**config.mk**
```make
export PLATFORM = sky130hd
export DESIGN_NAME = wsm_status_reg
export DESIGN_NICKNAME = d
export VERILOG_FILES = /design/src/rtl/wsm_stat_pkg.sv /design/src/rtl/wsm_stat_bits.sv /design/src/rtl/wsm_stat_snap.sv /design/src/rtl/wsm_stat_fmt.sv /design/src/rtl/wsm_status_reg.sv
export SDC_FILE = /design/constraint.sdc
export NUM_CORES = 1
export LEC_CHECK = 0
export BUFFER_PORTS_ARGS = -buffer_cell sky130_fd_sc_hd__buf_2
export CAP_MARGIN = 30
export CELL_PAD_IN_SITES_DETAIL_PLACEMENT = 1
export CELL_PAD_IN_SITES_GLOBAL_PLACEMENT = 2
export CORE_ASPECT_RATIO = 1.1
export CORE_MARGIN = 1
export CORE_UTILIZATION = 25
export DETAILED_ROUTE_END_ITERATION = 6
export GPL_ROUTABILITY_DRIVEN = 0
export PLACE_DENSITY = 0.78
export SKIP_LAST_GASP = 1
export SYNTH_ARGS = -nofsm -noshare
export SYNTH_HDL_FRONTEND = slang
export SYNTH_HIERARCHICAL = 1
export SYNTH_SLANG_ARGS = --single-unit
```
**constraint.sdc**
```tcl
create_clock -name clk -period 1.3 [get_ports clk]
set_clock_uncertainty 0.15 [all_clocks]
set_input_delay 0.195 -clock clk [delete_from_list [all_inputs] [get_ports clk]]
set_output_delay 0.195 -clock clk [all_outputs]
set_load 0.1 [all_outputs]
```
**src/rtl/wsm_stat_pkg.sv**
```systemverilog
// Package: shared status byte layout for the engine status register.
// Assumes an 8-bit status byte; bit positions are fixed by the host view.
package wsm_stat_pkg;
    localparam int STAT_W = 8;

    typedef struct packed {
        logic       ready;    // bit 7
        logic       susp;     // bit 6
        logic       efail;    // bit 5
        logic       pfail;    // bit 4
        logic [3:0] rsvd;     // bits 3..0, always zero
    } stat_byte_t;

    localparam stat_byte_t STAT_IDLE = '{ready: 1'b1, susp: 1'b0, efail: 1'b0,
                                         pfail: 1'b0, rsvd: 4'h0};
    localparam stat_byte_t STAT_ZERO = '{default: '0};
endpackage

```
**src/rtl/wsm_stat_bits.sv**
```systemverilog
// Module: live status state. Tracks busy, erase-op, suspend and sticky fail
// bits from engine and command events. Assumes events are one-cycle pulses.
module wsm_stat_bits
    import wsm_stat_pkg::*;
(
    input  logic       clk,
    input  logic       rst_n,
    input  logic       pwr_down,
    input  logic       eng_start,
    input  logic       start_erase,
    input  logic       eng_done,
    input  logic       prog_fail,
    input  logic       erase_fail,
    input  logic       susp_req,
    input  logic       susp_ack,
    input  logic       resume_req,
    input  logic       clr_stat,
    output stat_byte_t live,
    output logic       busy,
    output logic       inhibit
);
    logic busy_q, erase_op_q, susp_q, pfail_q, efail_q;
    logic start_ok;

    // Accept a start only when idle, not suspended and no fail is pending.
    assign start_ok = eng_start && !busy_q && !susp_q && !inhibit;

    // Busy / operation-type / suspend sequencing.
    always_ff @(posedge clk) begin
        if (!rst_n || pwr_down) begin
            busy_q     <= 1'b0;
            erase_op_q <= 1'b0;
            susp_q     <= 1'b0;
        end else begin
            if (start_ok) begin
                busy_q     <= 1'b1;
                erase_op_q <= start_erase;
            end
            if (eng_done && busy_q)
                busy_q <= 1'b0;
            if (susp_req && busy_q && erase_op_q && !susp_q)
                susp_q <= 1'b1;
            if (susp_ack && susp_q && busy_q)
                busy_q <= 1'b0;
            if (resume_req && susp_q && !busy_q) begin
                susp_q <= 1'b0;
                busy_q <= 1'b1;
            end
        end
    end

    // Sticky fail bits: cleared by software only, a same-cycle set wins.
    always_ff @(posedge clk) begin
        if (!rst_n || pwr_down) begin
            pfail_q <= 1'b0;
            efail_q <= 1'b0;
        end else begin
            if (clr_stat) begin
                pfail_q <= 1'b0;
                efail_q <= 1'b0;
            end
            if (prog_fail)  pfail_q <= 1'b1;
            if (erase_fail) efail_q <= 1'b1;
        end
    end

    // Assemble the live byte; power-down forces every bit low.
    always_comb begin
        live = STAT_ZERO;
        if (!pwr_down) begin
            live.ready = !busy_q;
            live.susp  = susp_q;
            live.efail = efail_q;
            live.pfail = pfail_q;
        end
    end

    assign busy    = busy_q;
    assign inhibit = pfail_q || efail_q;

    assert_fail_sticky_R4: assert property (@(posedge clk) disable iff (!rst_n)
        (pfail_q && !clr_stat && !pwr_down) |=> pfail_q);

    assert_start_blocked_R5: assert property (@(posedge clk) disable iff (!rst_n)
        (inhibit && eng_start && !busy_q && !susp_q && !pwr_down) |=> !busy_q);

    assert_susp_while_busy_R6: assert property (@(posedge clk) disable iff (!rst_n)
        $rose(susp_q) |-> busy_q);

    assert_done_and_fail_R9: assert property (@(posedge clk) disable iff (!rst_n)
        (eng_done && prog_fail && busy_q && !pwr_down) |=> (!busy_q && pfail_q));
endmodule

```
**src/rtl/wsm_stat_snap.sv**
```systemverilog
// Module: read snapshot. Captures the live byte on the rising edge of the
// read strobe and holds it for the rest of the access. Power-down clears it.
module wsm_stat_snap
    import wsm_stat_pkg::*;
(
    input  logic       clk,
    input  logic       rst_n,
    input  logic       pwr_down,
    input  logic       rd_strobe,
    input  stat_byte_t live,
    output stat_byte_t snap
);
    logic       rd_q;
    stat_byte_t snap_q;

    // Edge-detect the strobe and latch the live value on its rise.
    always_ff @(posedge clk) begin
        if (!rst_n) begin
            rd_q   <= 1'b0;
            snap_q <= STAT_IDLE;
        end else begin
            rd_q <= rd_strobe;
            if (pwr_down)
                snap_q <= STAT_ZERO;
            else if (rd_strobe && !rd_q)
                snap_q <= live;
        end
    end

    assign snap = snap_q;

    assert_snap_frozen_R8: assert property (@(posedge clk) disable iff (!rst_n)
        (rd_q && rd_strobe && !pwr_down) |=> $stable(snap_q));
endmodule

```
**src/rtl/wsm_stat_fmt.sv**
```systemverilog
// Module: bus formatting. Zero-pads the status byte to the data width and
// reports whether the upper lanes are driven. Assumes DATA_W >= STAT_W.
module wsm_stat_fmt
    import wsm_stat_pkg::*;
#(
    parameter int DATA_W = 16
) (
    input  logic              word_mode,
    input  stat_byte_t        snap,
    output logic [DATA_W-1:0] data,
    output logic              upper_en
);
    localparam int HI_W = DATA_W - STAT_W;

    generate
        if (HI_W > 0) begin : g_wide
            // Upper lanes always carry zero; driven only in word mode.
            assign data     = {{HI_W{1'b0}}, snap.ready, snap.susp,
                               snap.efail, snap.pfail, 4'h0};
            assign upper_en = word_mode;
        end else begin : g_narrow
            // Byte-only bus: no upper lanes exist.
            assign data     = {snap.ready, snap.susp, snap.efail, snap.pfail, 4'h0};
            assign upper_en = 1'b0 & word_mode;
        end
    endgenerate
endmodule

```
**src/rtl/wsm_status_reg.sv**
```systemverilog
// Module: top of the engine status register. Combines live state, read
// snapshot and bus formatting; drives ready/busy level and start inhibit.
// Assumes all event inputs are synchronous one-cycle pulses.
module wsm_status_reg
    import wsm_stat_pkg::*;
#(
    parameter int DATA_W = 16
) (
    input  logic              clk,
    input  logic              rst_n,
    input  logic              pwr_down,
    input  logic              word_mode,
    input  logic              eng_start,
    input  logic              start_erase,
    input  logic              eng_done,
    input  logic              prog_fail,
    input  logic              erase_fail,
    input  logic              susp_req,
    input  logic              susp_ack,
    input  logic              resume_req,
    input  logic              clr_stat,
    input  logic              rd_strobe,
    output logic [DATA_W-1:0] stat_data,
    output logic              upper_en,
    output logic              rdy_level,
    output logic              op_inhibit
);
    stat_byte_t live, snap;
    logic       busy;

    wsm_stat_bits u_bits (
        .clk(clk), .rst_n(rst_n), .pwr_down(pwr_down),
        .eng_start(eng_start), .start_erase(start_erase), .eng_done(eng_done),
        .prog_fail(prog_fail), .erase_fail(erase_fail),
        .susp_req(susp_req), .susp_ack(susp_ack), .resume_req(resume_req),
        .clr_stat(clr_stat), .live(live), .busy(busy), .inhibit(op_inhibit)
    );

    wsm_stat_snap u_snap (
        .clk(clk), .rst_n(rst_n), .pwr_down(pwr_down),
        .rd_strobe(rd_strobe), .live(live), .snap(snap)
    );

    wsm_stat_fmt #(.DATA_W(DATA_W)) u_fmt (
        .word_mode(word_mode), .snap(snap), .data(stat_data), .upper_en(upper_en)
    );

    // Open-drain style level: released unless the engine is actively busy.
    assign rdy_level = pwr_down || !busy;

    assert_pd_clears_R10: assert property (@(posedge clk) disable iff (!rst_n)
        pwr_down |=> (stat_data[7:0] == 8'h00));

    assert_low_nibble_R2: assert property (@(posedge clk) disable iff (!rst_n)
        (rd_strobe && !pwr_down) |=> (stat_data[3:0] == 4'h0));
endmodule

```
# Yosys cells after proc, flatten, opt, wreduce, memory -nomap -nowiden

Cells that the tools add are included.

Bitwise gates (word level): 1
Muxes and demuxes: 9
Reductions and logical operators: 26

Operators by type and width:

| operator           | count |
|---|---|
| 8-bit 2-to-1 mux   | 2 |
| 1-bit logical AND  | 12 |
| 1-bit 2-to-1 mux   | 7 |
| 2-bit nonzero test | 3 |
| 1-bit logical NOT  | 5 |
| 4-bit nonzero test | 1 |
| 2-bit OR reduction | 2 |
| 1-bit logical OR   | 3 |
| 1-bit inverter     | 1 |

Word-level logic and storage cells: 46
Output and inout port bits: 19
Register bits after elaboration: 10

# Longest topological paths before layout

Depth in word-level cells: 8
Gate-level depth with buffers: 4
Mapped depth without buffers: 3

# By module

The synthesis kept the hierarchy.

By module, submodules not included:

| module         | cells an instance | times used | area each (sq um) |
|---|---|---|---|
| wsm_stat_snap  | 37                | 1          | 332.8 |
| wsm_stat_bits  | 34                | 1          | 290.3 |
| wsm_stat_fmt   | 18                | 1          | 131.4 |
| wsm_status_reg | 1                 | 1          | 6.3 |

# Worst setup path after synthesis

No wires, ideal clock.

Path kind: reg-to-output
From: reg u_bits.busy_q, in the netlist u_bits/busy
To: out rdy_level
Data arrival time: 1,044 ps
Required time: 955 ps
Buffers on the path: 0
Cell stages (with the launch flop): 2
Slack: -89 ps
Path through: dfxtp_1 nand2b_1

Longest elaborated chain between the ends: 2

Ends and longest elaborated chain:

| what                   | line                 | text |
|---|---|---|
| from (decl)            | wsm_stat_bits.sv:22  | `logic busy_q, erase_op_q, susp_q, pfail_q, efail_q;` |
| from (signal assigned) | wsm_stat_bits.sv:31  | `busy_q <= 1'b0;` |
| from (signal assigned) | wsm_stat_bits.sv:36  | `busy_q <= 1'b1;` |
| from (signal assigned) | wsm_stat_bits.sv:40  | `busy_q <= 1'b0;` |
| 1-bit logical NOT      | wsm_status_reg.sv:49 | `assign rdy_level = pwr_down \|\| !busy;` |
| 1-bit logical OR       | wsm_status_reg.sv:49 |  |
| to (decl)              | wsm_status_reg.sv:25 | `output logic rdy_level,` |

Every way passes these cells.

# Worst setup path in the final report

From: reg u_bits.pfail_q
To: out op_inhibit

Longest elaborated chain between the ends: 1

Ends and longest elaborated chain:

| what                   | line                 | text |
|---|---|---|
| from (decl)            | wsm_stat_bits.sv:22  |  |
| from (signal assigned) | wsm_stat_bits.sv:55  | `pfail_q <= 1'b0;` |
| from (signal assigned) | wsm_stat_bits.sv:59  | `pfail_q <= 1'b0;` |
| from (signal assigned) | wsm_stat_bits.sv:62  | `if (prog_fail) pfail_q <= 1'b1;` |
| 1-bit logical OR       | wsm_stat_bits.sv:79  | `assign inhibit = pfail_q \|\| efail_q;` |
| to (decl)              | wsm_status_reg.sv:26 | `output logic op_inhibit` |

Every way passes these cells.

==> metrics.txt <==
Area growth, synth to finish 33.75%; Lkg Pwr roughly 0.00035 uW; initial antenna violation count 0; drt first-iter violations 6; CTS tree yes; met1 usage in global routing a little over a tenth; outcome finished, violations left; RR Startpoint u_bits/pfail_q; Hold Path Class in2reg; Rows 18; crit end category primary output; CTS Buffer Depth 2; fin cells about 120; Worst-Skew Late Latency roughly 260 ps; hpwl dp between 800 and 900 um; Startpoint Class register; post-layout net count ~100; Mean Syn Cell Area just under 9 um^2; CP bufs+invs 1; GRT Overall Usage 10.23%; min Tclk post-route about 1400 ps; endpoints failing setup 2; Filler Cells Inserted 280; Mapped Area 596.8 um^2; crit path max fanout 2; slowest cell on the critical path dfxtp_4; Wirelength per Cell between 10 and 15 um; Crit Path Category reg2out; Post-Synthesis Cells 69; R2R depth 4; Warnings, synthesis 6; peak supply drop 0.3963 mV; final WL ~1200 um; Cells after DPL between 100 and 150; Root Driver clkbuf_4; worst setup margin -69.06 ps; r2r setup slk -40 ps; Initial Util around a quarter; GRT met3 Usage 2.586%; fin util between 30% and 40%; total number of vias between 400 and 500; clk sinks 10; Pwr Density 1063 mW/mm^2; layout cell share with drive strength beyond 1 39.77%; WP data arrival around 1000 ps; max-slew violation count 0; antenna viol nets, final 0; vias in the first global route about 430; gr ovfl total 0; number of buffers created by CTS 3; Die Ht approximately 53 um; Tcrit/Tclk final 105.3%; Achievable Freq between 0.7 and 0.8 GHz; FF-to-FF End u_bits/busy; first-pass GRT wire length 1863 um; final hold viol count 0; CP peak stage delay roughly 340 ps; pre-CTS setup slack about 70 ps; crit-path cells or2_4, buf_12; buffers added on ports 18; Req. time, crit path 950 ps; number of diodes 0; layer with the highest usage met2; post-detailed-route via-to-cell ratio 3.949; met2 usage in global routing between 10% and 20%; # IOs 33; DRC Markers 0; first-pass iteration count of the detailed router 4; Die X approximately 49 um; pin count of the biggest net entering global routing 9; violated checks negative setup slack; H-tree lvl count 1; cell family with most CP delay flip-flops; max-cap violations 0; RSZ-0062 raised after global routing yes; die outline area between 0.002 and 0.003 mm^2; min-delay src start_erase; clock slew at reported path FFs roughly 70 ps; core area around 0.0023 mm^2; hold-critical path depth 3; WHS Endpoint u_bits/erase_op_q
-- repair_timing --
item | in CTS | in global routing
resized for setup | 6 | 0
setup buffers | 2 | 0
hold endpoints to repair | 3 | 0
pin swaps | 1 | 2
endpoints found under the setup margin | 2 | 3
hold buffers | 3 | 0
-- per-stage QoR --
step	setup TNS (ps)	power [uW]	hold slack [ps]	cell area (um^2)
after floorplan	0	624.6	125.0	640.6
after global placement	0	632.0	240.7	719.4
after detailed placement	0	633.8	240.7	719.4
after CTS	-133.3	860.9	23.87	798.3
after global routing	-259.2	887.6	33.71	798.3
final	-106.5	848.2	34.06	798.3
-- power breakdown --
group / internal (uW) / switching [uW] / leakage [uW]
clock: 107 / 104 / 0.0000138
sequential: 314 / 9.51 / 0.0000835
combinational: 75.7 / 238 / 0.000252
-- worst min-delay path, stage by stage --
cell,delay [ps]
buf_2,90
nand3_1,50
a21oi_1,60
-- cells in the final DEF (no fill, tap or decap) --
master,n
nor4_4,1
dfxtp_1,7
nor2_1,5
nor2b_4,1
dfxtp_4,2
or2b_4,1
nand2b_2,1
inv_1,3
buf_12,6
buf_2,12
a21oi_1,8
a21bo_2,1
o21ai_1,1
conb_1,12
nand3_1,1
mux2i_1,1
buf_4,2
clkbuf_4,3
or2_4,1
nand2b_1,2
a22oi_2,1
a211oi_2,1
nand2_1,6
and2_2,1
dfxtp_2,1
dlygate4sd3_1,3
a2bb2oi_1,1
nor2b_1,3
-- how the worst max path moves through the flow --
stage,startpoint,endpoint,cells after the start
2_1_floorplan,u_bits/efail_q,op_inhibit,1
3_3_place_gp,u_bits/busy,u_bits/busy,3
3_5_place_dp,u_bits/busy,u_bits/busy,3
4_1_cts,u_bits/pfail_q,op_inhibit,2
5_1_grt,u_bits/pfail_q,op_inhibit,2
6_report,u_bits/pfail_q,op_inhibit,2
-- routing by layer --
metal  up-vias  share of wire [%]
met5         -                  0
met4         0                1.1
met3         2                7.0
met2        20                 53
met1       210                 39
li1        234                  -
-- sequential cells by signal, summed over array words and instances, names as in the netlist --
name,cells
u_bits/erase_op_q,1
u_bits/efail_q,1
u_snap/rd_q,1
u_bits/susp_q,1
u_snap/snap,4
u_bits/pfail_q,1
u_bits/busy,1
-- final cells by class --
| type | count | area (um^2) | share of cell area, % |
|---|---|---|---|
| sequential | 10 | 209.0 | 26.18 |
| timing repair buffer | 23 | 225.2 | 28.21 |
| multi-input combinational | 49 | 292.8 | 36.68 |
| clock buffer | 3 | 22.52 | 2.821 |
| tap | 30 | 37.54 | 4.702 |
| inverter | 3 | 11.26 | 1.411 |
Note: power is estimated with default switching activity, not from simulation.
